## src/rtl/rate_cond_pkg.sv

```systemverilog
package rate_cond_pkg;
  parameter int SAMPLE_W   = 16;
  parameter int TEMP_W     = 12;
  parameter int OFFS_W     = 7;
  parameter int BYTE_W     = 8;
  parameter int N_WORDS    = 3;
  parameter int GAIN_FINE  = 257;
  parameter int GAIN_COARSE = 128;
  localparam int GAIN_W    = $clog2(GAIN_FINE + 1);
  localparam int CORR_W    = OFFS_W + GAIN_W + 1;
  localparam int OUT_W     = N_WORDS * SAMPLE_W;
  // word slots in readout order (address pairs)
  typedef enum logic [1:0] {
    SLOT_TEMP = 2'd0,
    SLOT_A    = 2'd1,
    SLOT_B    = 2'd2
  } slot_e;
endpackage

```

## src/rtl/rc_offset_scale.sv

```systemverilog
module rc_offset_scale #(
  parameter int OFFS_W = 7,
  parameter int CORR_W = 17,
  parameter int GAIN_FINE = 257,
  parameter int GAIN_COARSE = 128,
  parameter bit NEGATE = 1'b0
) (
  input  logic signed [OFFS_W-1:0] off,
  input  logic                     coarse,
  output logic signed [CORR_W-1:0] corr
);
  logic signed [CORR_W-1:0] off_ext;
  logic signed [CORR_W-1:0] gain_s;
  logic signed [CORR_W-1:0] prod;

  assign off_ext = {{(CORR_W-OFFS_W){off[OFFS_W-1]}}, off};
  assign gain_s  = coarse ? CORR_W'(GAIN_COARSE) : CORR_W'(GAIN_FINE);
  assign prod    = off_ext * gain_s;

  generate
    if (NEGATE) begin : g_neg
      assign corr = -prod;
    end else begin : g_pos
      assign corr = prod;
    end
  endgenerate
endmodule

```

## src/rtl/rc_axis_path.sv

```systemverilog
module rc_axis_path #(
  parameter int SAMPLE_W = 16,
  parameter int CORR_W = 17
) (
  input  logic signed [SAMPLE_W-1:0] sample,
  input  logic signed [CORR_W-1:0]   corr,
  input  logic                       invert,
  output logic signed [SAMPLE_W-1:0] result
);
  localparam int WIDE_W = ((SAMPLE_W > CORR_W) ? SAMPLE_W : CORR_W) + 2;
  localparam logic signed [WIDE_W-1:0] MAXV =
    {{(WIDE_W-SAMPLE_W+1){1'b0}}, {(SAMPLE_W-1){1'b1}}};
  localparam logic signed [WIDE_W-1:0] MINV =
    {{(WIDE_W-SAMPLE_W+1){1'b1}}, {(SAMPLE_W-1){1'b0}}};

  logic signed [WIDE_W-1:0] sum_w, clip_w, neg_w, fin_w;

  always_comb begin
    sum_w = {{(WIDE_W-SAMPLE_W){sample[SAMPLE_W-1]}}, sample}
          + {{(WIDE_W-CORR_W){corr[CORR_W-1]}}, corr};
    if (sum_w > MAXV)      clip_w = MAXV;
    else if (sum_w < MINV) clip_w = MINV;
    else                   clip_w = sum_w;
    neg_w = -clip_w;
    if (!invert)           fin_w = clip_w;
    else if (neg_w > MAXV) fin_w = MAXV;
    else                   fin_w = neg_w;
    result = fin_w[SAMPLE_W-1:0];
  end
endmodule

```

## src/rtl/rc_byte_map.sv

```systemverilog
module rc_byte_map #(
  parameter int WORD_W = 16,
  parameter int BYTE_W = 8,
  parameter int N_WORDS = 3
) (
  input  logic [N_WORDS*WORD_W-1:0] words,
  input  logic                      msb_first,
  output logic [N_WORDS*WORD_W-1:0] bytes_out
);
  generate
    for (genvar w = 0; w < N_WORDS; w++) begin : g_word
      logic [BYTE_W-1:0] lo_b, hi_b;
      assign lo_b = words[w*WORD_W +: BYTE_W];
      assign hi_b = words[w*WORD_W+BYTE_W +: BYTE_W];
      assign bytes_out[w*WORD_W +: BYTE_W]        = msb_first ? hi_b : lo_b;
      assign bytes_out[w*WORD_W+BYTE_W +: BYTE_W] = msb_first ? lo_b : hi_b;
    end
  endgenerate
endmodule

```

## src/rtl/rate_cond_top.sv

```systemverilog
module rate_cond_top
  import rate_cond_pkg::*;
#(
  parameter int P_SAMPLE_W = SAMPLE_W,
  parameter int P_TEMP_W   = TEMP_W,
  parameter int P_OFFS_W   = OFFS_W
) (
  input  logic                          clk,
  input  logic                          rst,
  input  logic                          in_valid,
  input  logic signed [P_SAMPLE_W-1:0]  raw_x,
  input  logic signed [P_SAMPLE_W-1:0]  raw_y,
  input  logic signed [P_TEMP_W-1:0]    raw_temp,
  input  logic                          cfg_swap,
  input  logic                          cfg_inv_x,
  input  logic                          cfg_inv_y,
  input  logic                          cfg_fs,
  input  logic                          cfg_msb_first,
  input  logic signed [P_OFFS_W-1:0]    cfg_off_x,
  input  logic signed [P_OFFS_W-1:0]    cfg_off_y,
  output logic                          out_valid,
  output logic [N_WORDS*P_SAMPLE_W-1:0] rd_bytes
);
  localparam int TOT_W  = N_WORDS * P_SAMPLE_W;
  localparam int PAD_W  = P_SAMPLE_W - P_TEMP_W;
  localparam int C_W    = P_OFFS_W + GAIN_W + 1;

  logic signed [P_SAMPLE_W-1:0] src_a, src_b, res_a, res_b;
  logic signed [C_W-1:0]        corr_a, corr_b;
  logic [TOT_W-1:0]             words, mapped;

  // step 1: axis exchange
  assign src_a = cfg_swap ? raw_y : raw_x;
  assign src_b = cfg_swap ? raw_x : raw_y;

  // step 2: offset scaling, opposite polarity per slot
  rc_offset_scale #(.OFFS_W(P_OFFS_W), .CORR_W(C_W), .GAIN_FINE(GAIN_FINE),
                    .GAIN_COARSE(GAIN_COARSE), .NEGATE(1'b1)) u_scale_a (
    .off(cfg_off_x), .coarse(cfg_fs), .corr(corr_a));
  rc_offset_scale #(.OFFS_W(P_OFFS_W), .CORR_W(C_W), .GAIN_FINE(GAIN_FINE),
                    .GAIN_COARSE(GAIN_COARSE), .NEGATE(1'b0)) u_scale_b (
    .off(cfg_off_y), .coarse(cfg_fs), .corr(corr_b));

  // steps 3/4: saturating add, then optional negation
  rc_axis_path #(.SAMPLE_W(P_SAMPLE_W), .CORR_W(C_W)) u_path_a (
    .sample(src_a), .corr(corr_a), .invert(cfg_inv_x), .result(res_a));
  rc_axis_path #(.SAMPLE_W(P_SAMPLE_W), .CORR_W(C_W)) u_path_b (
    .sample(src_b), .corr(corr_b), .invert(cfg_inv_y), .result(res_b));

  always_comb begin
    words = '0;
    words[int'(SLOT_TEMP)*P_SAMPLE_W +: P_SAMPLE_W] = {raw_temp, {PAD_W{1'b0}}};
    words[int'(SLOT_A)*P_SAMPLE_W +: P_SAMPLE_W]    = res_a;
    words[int'(SLOT_B)*P_SAMPLE_W +: P_SAMPLE_W]    = res_b;
  end

  rc_byte_map #(.WORD_W(P_SAMPLE_W), .BYTE_W(BYTE_W), .N_WORDS(N_WORDS)) u_map (
    .words(words), .msb_first(cfg_msb_first), .bytes_out(mapped));

  always_ff @(posedge clk) begin
    if (rst) begin
      out_valid <= 1'b0;
      rd_bytes  <= '0;
    end else begin
      out_valid <= in_valid;
      if (in_valid) rd_bytes <= mapped;
    end
  end
endmodule

```

## config.mk

```make
export PLATFORM = sky130hd
export DESIGN_NAME = rate_cond_top
export DESIGN_NICKNAME = d
export VERILOG_FILES = /design/src/rtl/rate_cond_pkg.sv /design/src/rtl/rc_offset_scale.sv /design/src/rtl/rc_axis_path.sv /design/src/rtl/rc_byte_map.sv /design/src/rtl/rate_cond_top.sv
export SDC_FILE = /design/constraint.sdc
export NUM_CORES = 1
export LEC_CHECK = 0
export BUFFER_PORTS_ARGS = -buffer_cell sky130_fd_sc_hd__buf_2
export CAP_MARGIN = 20
export CORE_MARGIN = 2
export CORE_UTILIZATION = 65
export CTS_CLUSTER_DIAMETER = 50
export DETAILED_ROUTE_END_ITERATION = 8
export GPL_TIMING_DRIVEN = 0
export HOLD_SLACK_MARGIN = 0.12
export PLACE_DENSITY = 0.89
export RECOVER_POWER = 50
export SLEW_MARGIN = 40
export SYNTH_ARGS = -nofsm -noshare
export SYNTH_HDL_FRONTEND = slang
export SYNTH_SLANG_ARGS = --single-unit
```

## constraint.sdc

```tcl
create_clock -name clk -period 14.7 [get_ports clk]
set_clock_uncertainty 0.2 [all_clocks]
set_input_delay 0 -clock clk [delete_from_list [all_inputs] [get_ports clk]]
set_output_delay 0 -clock clk [all_outputs]
set_load 0.03 [all_outputs]
```

Yosys cells after proc, flatten, opt, wreduce, memory -nomap -nowiden
Index checks and enable logic that the tools add are counted.

Bits of input ports: 66. Register bits after elaboration: 49.

$add $sub $neg: 5. Multipliers: 2. Muxes and demuxes: 17. Magnitude comparators: 6.

Operators by type and width (number): 2-to-1 mux 16 bit (6); greater-than comparator 19 x 16 -> 1 bit (second input constant) (4); 2-to-1 mux 19 bit (4); 2-to-1 mux 8 bit (6); less-than comparator 19 x 16 -> 1 bit (second input constant) (2); negator 19 bit (2); adder 16 x 17 -> 18 bit (2); multiplier 7 x 10 -> 17 bit (2); negator 17 bit (1); 2-to-1 mux 9 bit (1).

Longest topological paths before layout
Word-level depth: 12. Gate-level depth with buffers: 33. Gate-level depth less buffers: 29.

Cells and area by module
Synthesis repeated with hierarchy kept, for this count alone.

Cell total of the unflattened synthesis: 1122. Area, all modules: 8967.4 sq um.

Modules (own cells, without submodules): rate_cond_top (area each 2140.8 sq um, instances 1, seq. area each 980.9 sq um, cells an instance 194); rc_axis_path (u_path_a) (area each 2000.7 sq um, instances 1, seq. area each 0.0 sq um, cells an instance 307); rc_axis_path (u_path_b) (area each 1961.9 sq um, instances 1, seq. area each 0.0 sq um, cells an instance 290); rc_offset_scale (u_scale_a) (area each 1345.0 sq um, instances 1, seq. area each 0.0 sq um, cells an instance 178); rc_offset_scale (u_scale_b) (area each 859.6 sq um, instances 1, seq. area each 0.0 sq um, cells an instance 100); rc_byte_map (area each 659.4 sq um, instances 1, seq. area each 0.0 sq um, cells an instance 53).

Worst setup path before layout
OpenSTA, ideal clock, no wires.

Path kind: input -> register. Start: in cfg_swap. End: reg rd_bytes[32]. Arrival time: 7.414 ns. Library setup time: 0.086 ns. Setup slack: 7.001 ns. Stages on the path: 30. Buffers on the path: 5. Path through: buf_6 > clkbuf_1 > mux2_2 > ha_1 > ha_1 > inv_1 > fa_1 > fa_1 > inv_1 > ha_1 > clkbuf_1 > nand2_1 > o31a_1 > o31ai_1 > xnor2_1 > a21oi_1 > clkbuf_1 > clkbuf_1 > o21ai_0 > ha_1 > nand3_1 > or3b_2 > a21oi_1 > a211oi_1 > xnor2_1 > or4_1 > or4_1 > o31ai_1 > a21boi_1 > a211oi_1.

Word-level cells in the longest chain between the ends: 10. Elaborated cells on any way between the ends: 11.

RTL lines: start, declared (RTL line rate_cond_top.sv:14) `input logic cfg_swap,`; 2-to-1 mux 16 bit (*) (RTL line rate_cond_top.sv:34) `assign src_b = cfg_swap ? raw_x : raw_y;`; adder 16 x 17 -> 18 bit (*) (RTL line rc_axis_path.sv:20) `+ {{(WIDE_W-CORR_W){corr[CORR_W-1]}}, corr};`; less-than comparator 19 x 16 -> 1 bit (RTL line rc_axis_path.sv:22) `else if (sum_w < MINV) clip_w = MINV;`; 2-to-1 mux 19 bit (RTL line rc_axis_path.sv:22); 2-to-1 mux 19 bit (*) (RTL line rc_axis_path.sv:21) `if (sum_w > MAXV) clip_w = MAXV;`; negator 19 bit (RTL line rc_axis_path.sv:24) `neg_w = -clip_w;`; greater-than comparator 19 x 16 -> 1 bit (RTL line rc_axis_path.sv:26) `else if (neg_w > MAXV) fin_w = MAXV;`; 2-to-1 mux 16 bit (RTL line rc_axis_path.sv:26); 2-to-1 mux 16 bit (*) (RTL line rc_axis_path.sv:25) `if (!invert) fin_w = clip_w;`; 2-to-1 mux 8 bit (*) (RTL line rc_byte_map.sv:15) `assign bytes_out[w*WORD_W +: BYTE_W] = msb_first ? hi_b : lo_b;`; end signal, assigned (RTL line rate_cond_top.sv:66) `if (in_valid) rd_bytes <= mapped;`; end, declared (RTL line rate_cond_top.sv:22) `output logic [N_WORDS*P_SAMPLE_W-1:0] rd_bytes`.

Mark *: on every way between the ends. The rest lies on a longest branch, timed or not. A chain may end at the register's enable or synchronous reset.

Worst setup path in the final report
Start: in cfg_fs. End: reg rd_bytes[35].

Word-level cells in the longest chain between the ends: 11. Elaborated cells on any way between the ends: 12.

RTL lines: start, declared (RTL line rate_cond_top.sv:17) `input logic cfg_fs,`; 2-to-1 mux 9 bit (*) (RTL line rc_offset_scale.sv:17) `assign gain_s = coarse ? CORR_W'(GAIN_COARSE) : CORR_W'(GAIN_FINE);`; multiplier 7 x 10 -> 17 bit (*) (RTL line rc_offset_scale.sv:18) `assign prod = off_ext * gain_s;`; adder 16 x 17 -> 18 bit (*) (RTL line rc_axis_path.sv:20); less-than comparator 19 x 16 -> 1 bit (RTL line rc_axis_path.sv:22); 2-to-1 mux 19 bit (RTL line rc_axis_path.sv:22); 2-to-1 mux 19 bit (*) (RTL line rc_axis_path.sv:21); negator 19 bit (RTL line rc_axis_path.sv:24); greater-than comparator 19 x 16 -> 1 bit (RTL line rc_axis_path.sv:26); 2-to-1 mux 16 bit (RTL line rc_axis_path.sv:26); 2-to-1 mux 16 bit (*) (RTL line rc_axis_path.sv:25); 2-to-1 mux 8 bit (*) (RTL line rc_byte_map.sv:15).

Marks and branches as above.

==> metrics.cfg <==
[worst_setup_path]
startpoint=cfg_fs
crit_fanout=10
worst_path_max_delay_cell=or4_1
critPathArrivalTime_ns=9.03
cp-start-kind=primary input
slowest_delay_ns=0.55
endpoint_kind=register
reg2reg_from=rd_bytes[33]
required_ns=14.69
setup.worst_path.class=primary input to register

[global_routing]
met3_usage_pct=6.33
grt_max_degree=14
grt_util_met2_pct=63.6
grt_pass1_wl_um=39400
groute.layer.met1.usage_pct=46.2
grt_overflow=0
grt.total_usage_pct=36.5
grt_pass1_vias=8276
antenna_found_initial=1
grt_most_used_layer=met2

[synthesis]
ys_top_cells_by_area=ha_1 16%, dfxtp_1 12%, fa_1 7.3%
synth-edff-count=0
synthFlopType=dfxtp_1
yosysMostFrequentCell=inv_1
netlist_area_um2=7980
synth_common_cells=109 x inv_1, 100 x ha_1, 87 x nor2_1
yosysWarningCount=0
synth_compound_gate_area_share_pct=25.7
syn_avg_cell_area_um2=7.52
synthAdderAreaFrac_pct=22.9
synth_seq_cells=49
synth_top_family_by_area=compound AO/OA/AOI/OAI gates
synth-xor-area-share_pct=3.95
yosysTopAreaCell=ha_1
synthSimpleGateAreaFrac_pct=20.1
netlist_instances=1062
synth_cell_types=81
muxShareOfSynthArea_pct=6.83
synth_top_area_share_pct=15.7
async_reset_ff_share_pct=0
synth_seq_area_share_pct=12.3

[pwr]
power_mw=1.66
ir_drop_mv=0.155
leakagePower_nw=4.04
powerDensity_nw_per_um2=183

[worst_hold_path]
hp-start=cfg_msb_first
hp-class=primary input to register

[layout]
area_growth_pct=13.1
drive_above_1_share_pct=8.96
fin_nets=1400

[timing]
period_share_pct=61.6
drv_slew=0
setup_violations=0
worst_pin_slew_ns=0.760
finalHoldViolations=0
final.min_clock_period_ns=9.05
slew_headroom_pct=49.0
max_freq_mhz=111
fin_setup_tns_ns=0
rsz0062_at_grt=false

[floorplanning]
core_area_um2=12000
num_rows=40
dieHeight_um=115
ios=115
die_area_um2=13200
fp.dieW_um=115
start_util_pct=66.5

[route]
viasPerCell=6.46
routed_wl_um=24100
drt-initial-drc-count=913
drcViolationCount=0
drtAntennaViolNets=0
firstDrtPassIters=6
wire_per_inst_um=17.8
vias=8750

[flow_run]
max_cap_viol_count=0

[clocking]
cts_inserted_buffers=5
hold_buffers=20
post_cts_buffers=0
cts.sinks=49
htree_num_levels=2
ctsResizeCount=0
insertion_delay_ns=0.29
cts_tree=built
clockRootBuffer=clkbuf_16
clockBufferDepth=2
clk_pin_slew_ns=0.06

[placement]
io_buffers=113
hpwl_um=18600
gp_congestion=0.960

[run_status]
status=completed

## critical path: cells and delay by family
kind,cells,cell delay (ns)
fa+ha+maj,6,2.37
compound gates,9,2.35
simple gates,6,2.21
buf+inv,7,1.64
xor+xnor,2,0.49
## layout by cell type, fill, tap and decap left out, types with 5 or more instances in the layout
cell             n
xor2_1          13
or4_1            9
mux2_2          18
nor2_1          87
nand3_1         24
nor3b_1          5
o22ai_1          8
fa_1            29
ha_1           100
nand4_1          6
nor3_1          19
a311oi_1        12
a21o_1          19
dlygate4sd3_1   20
nor2b_1         32
nor4_1          11
a21oi_1         74
a31oi_1         14
o21a_1          13
buf_2           67
and3_1           8
nand2b_1        19
or3_1            5
clkbuf_1       108
o21ai_0         78
and2_1          13
clkbuf_16        5
a22oi_1          7
inv_1          109
mux2i_1         32
xnor2_1         23
nand2_1         55
o211ai_1         7
dfxtp_1         49
o31ai_1          5
a211oi_1        20
## where the power goes
part	leakage (nW)	switching (mW)	internal (mW)
Sequential	0.406	0.0169	0.162
Combinational	3.57	0.894	0.473
Clock	0.0652	0.0474	0.0634
Total	4.04	0.958	0.698
## kinds of logic (layout without fill, tap and decap cells)
| group | count (synthesis) | count (layout) |
|---|---|---|
| adders and majority gates | 129 | 129 |
| buffers and inverters | 171 | 312 |
| xor gates and xnor gates | 36 | 36 |
| DFF | 49 | 49 |
| AOI/OAI and AO/OA | 313 | 313 |
| muxes | 51 | 51 |
| and+or+nand+nor | 312 | 312 |
| other | 1 | 5 |
## layer usage
layer,routed length (µm),up-vias
li1,-,4112
met1,9790,4070
met2,11600,456
met3,1730,112
met4,937,0
met5,0,-
## flip-flops by register name, indices dropped and copies added, names as in the netlist
signal and flops:
out_valid 1, rd_bytes 48
## worst paths after layout
path / endpoint / slack (ns) / depth (start not counted)
min: rd_bytes[17] / 0.22 / 4
min reg2reg: rd_bytes[30] / 0.28 / 2
max reg2reg: rd_bytes[33] / 13.59 / 3
max: rd_bytes[35] / 5.65 / 30
## layout make-up
cell class	instances	area, µm²
Tap cell	147	184
Buffer	61	240
Fill cell	940	2980
Antenna cell	1	2.50
Timing Repair Buffer	133	704
Inverter	110	413
Sequential cell	49	981
Multi-Input combinational cell	845	6370
Clock buffer	8	136
## per-stage QoR
stage / worst slack [ns] / instances / cell area (µm²) / hold WS (ns) / util (%)
6_report: 5.65 / 1354 / 9030 / 0.224 / 75.2
3_5_place_dp: 5.66 / 1325 / 8750 / 0.0500 / 72.8
3_3_place_gp: 5.77 / 1325 / 8740 / 0.0444 / 72.8
4_1_cts: 5.84 / 1353 / 9090 / 0.198 / 75.6
5_1_grt: 5.12 / 1354 / 9030 / 0.247 / 75.2
2_1_floorplan: 7.00 / 1065 / 8000 / -0.0608 / -
Note: power is estimated with default switching activity, not from simulation.
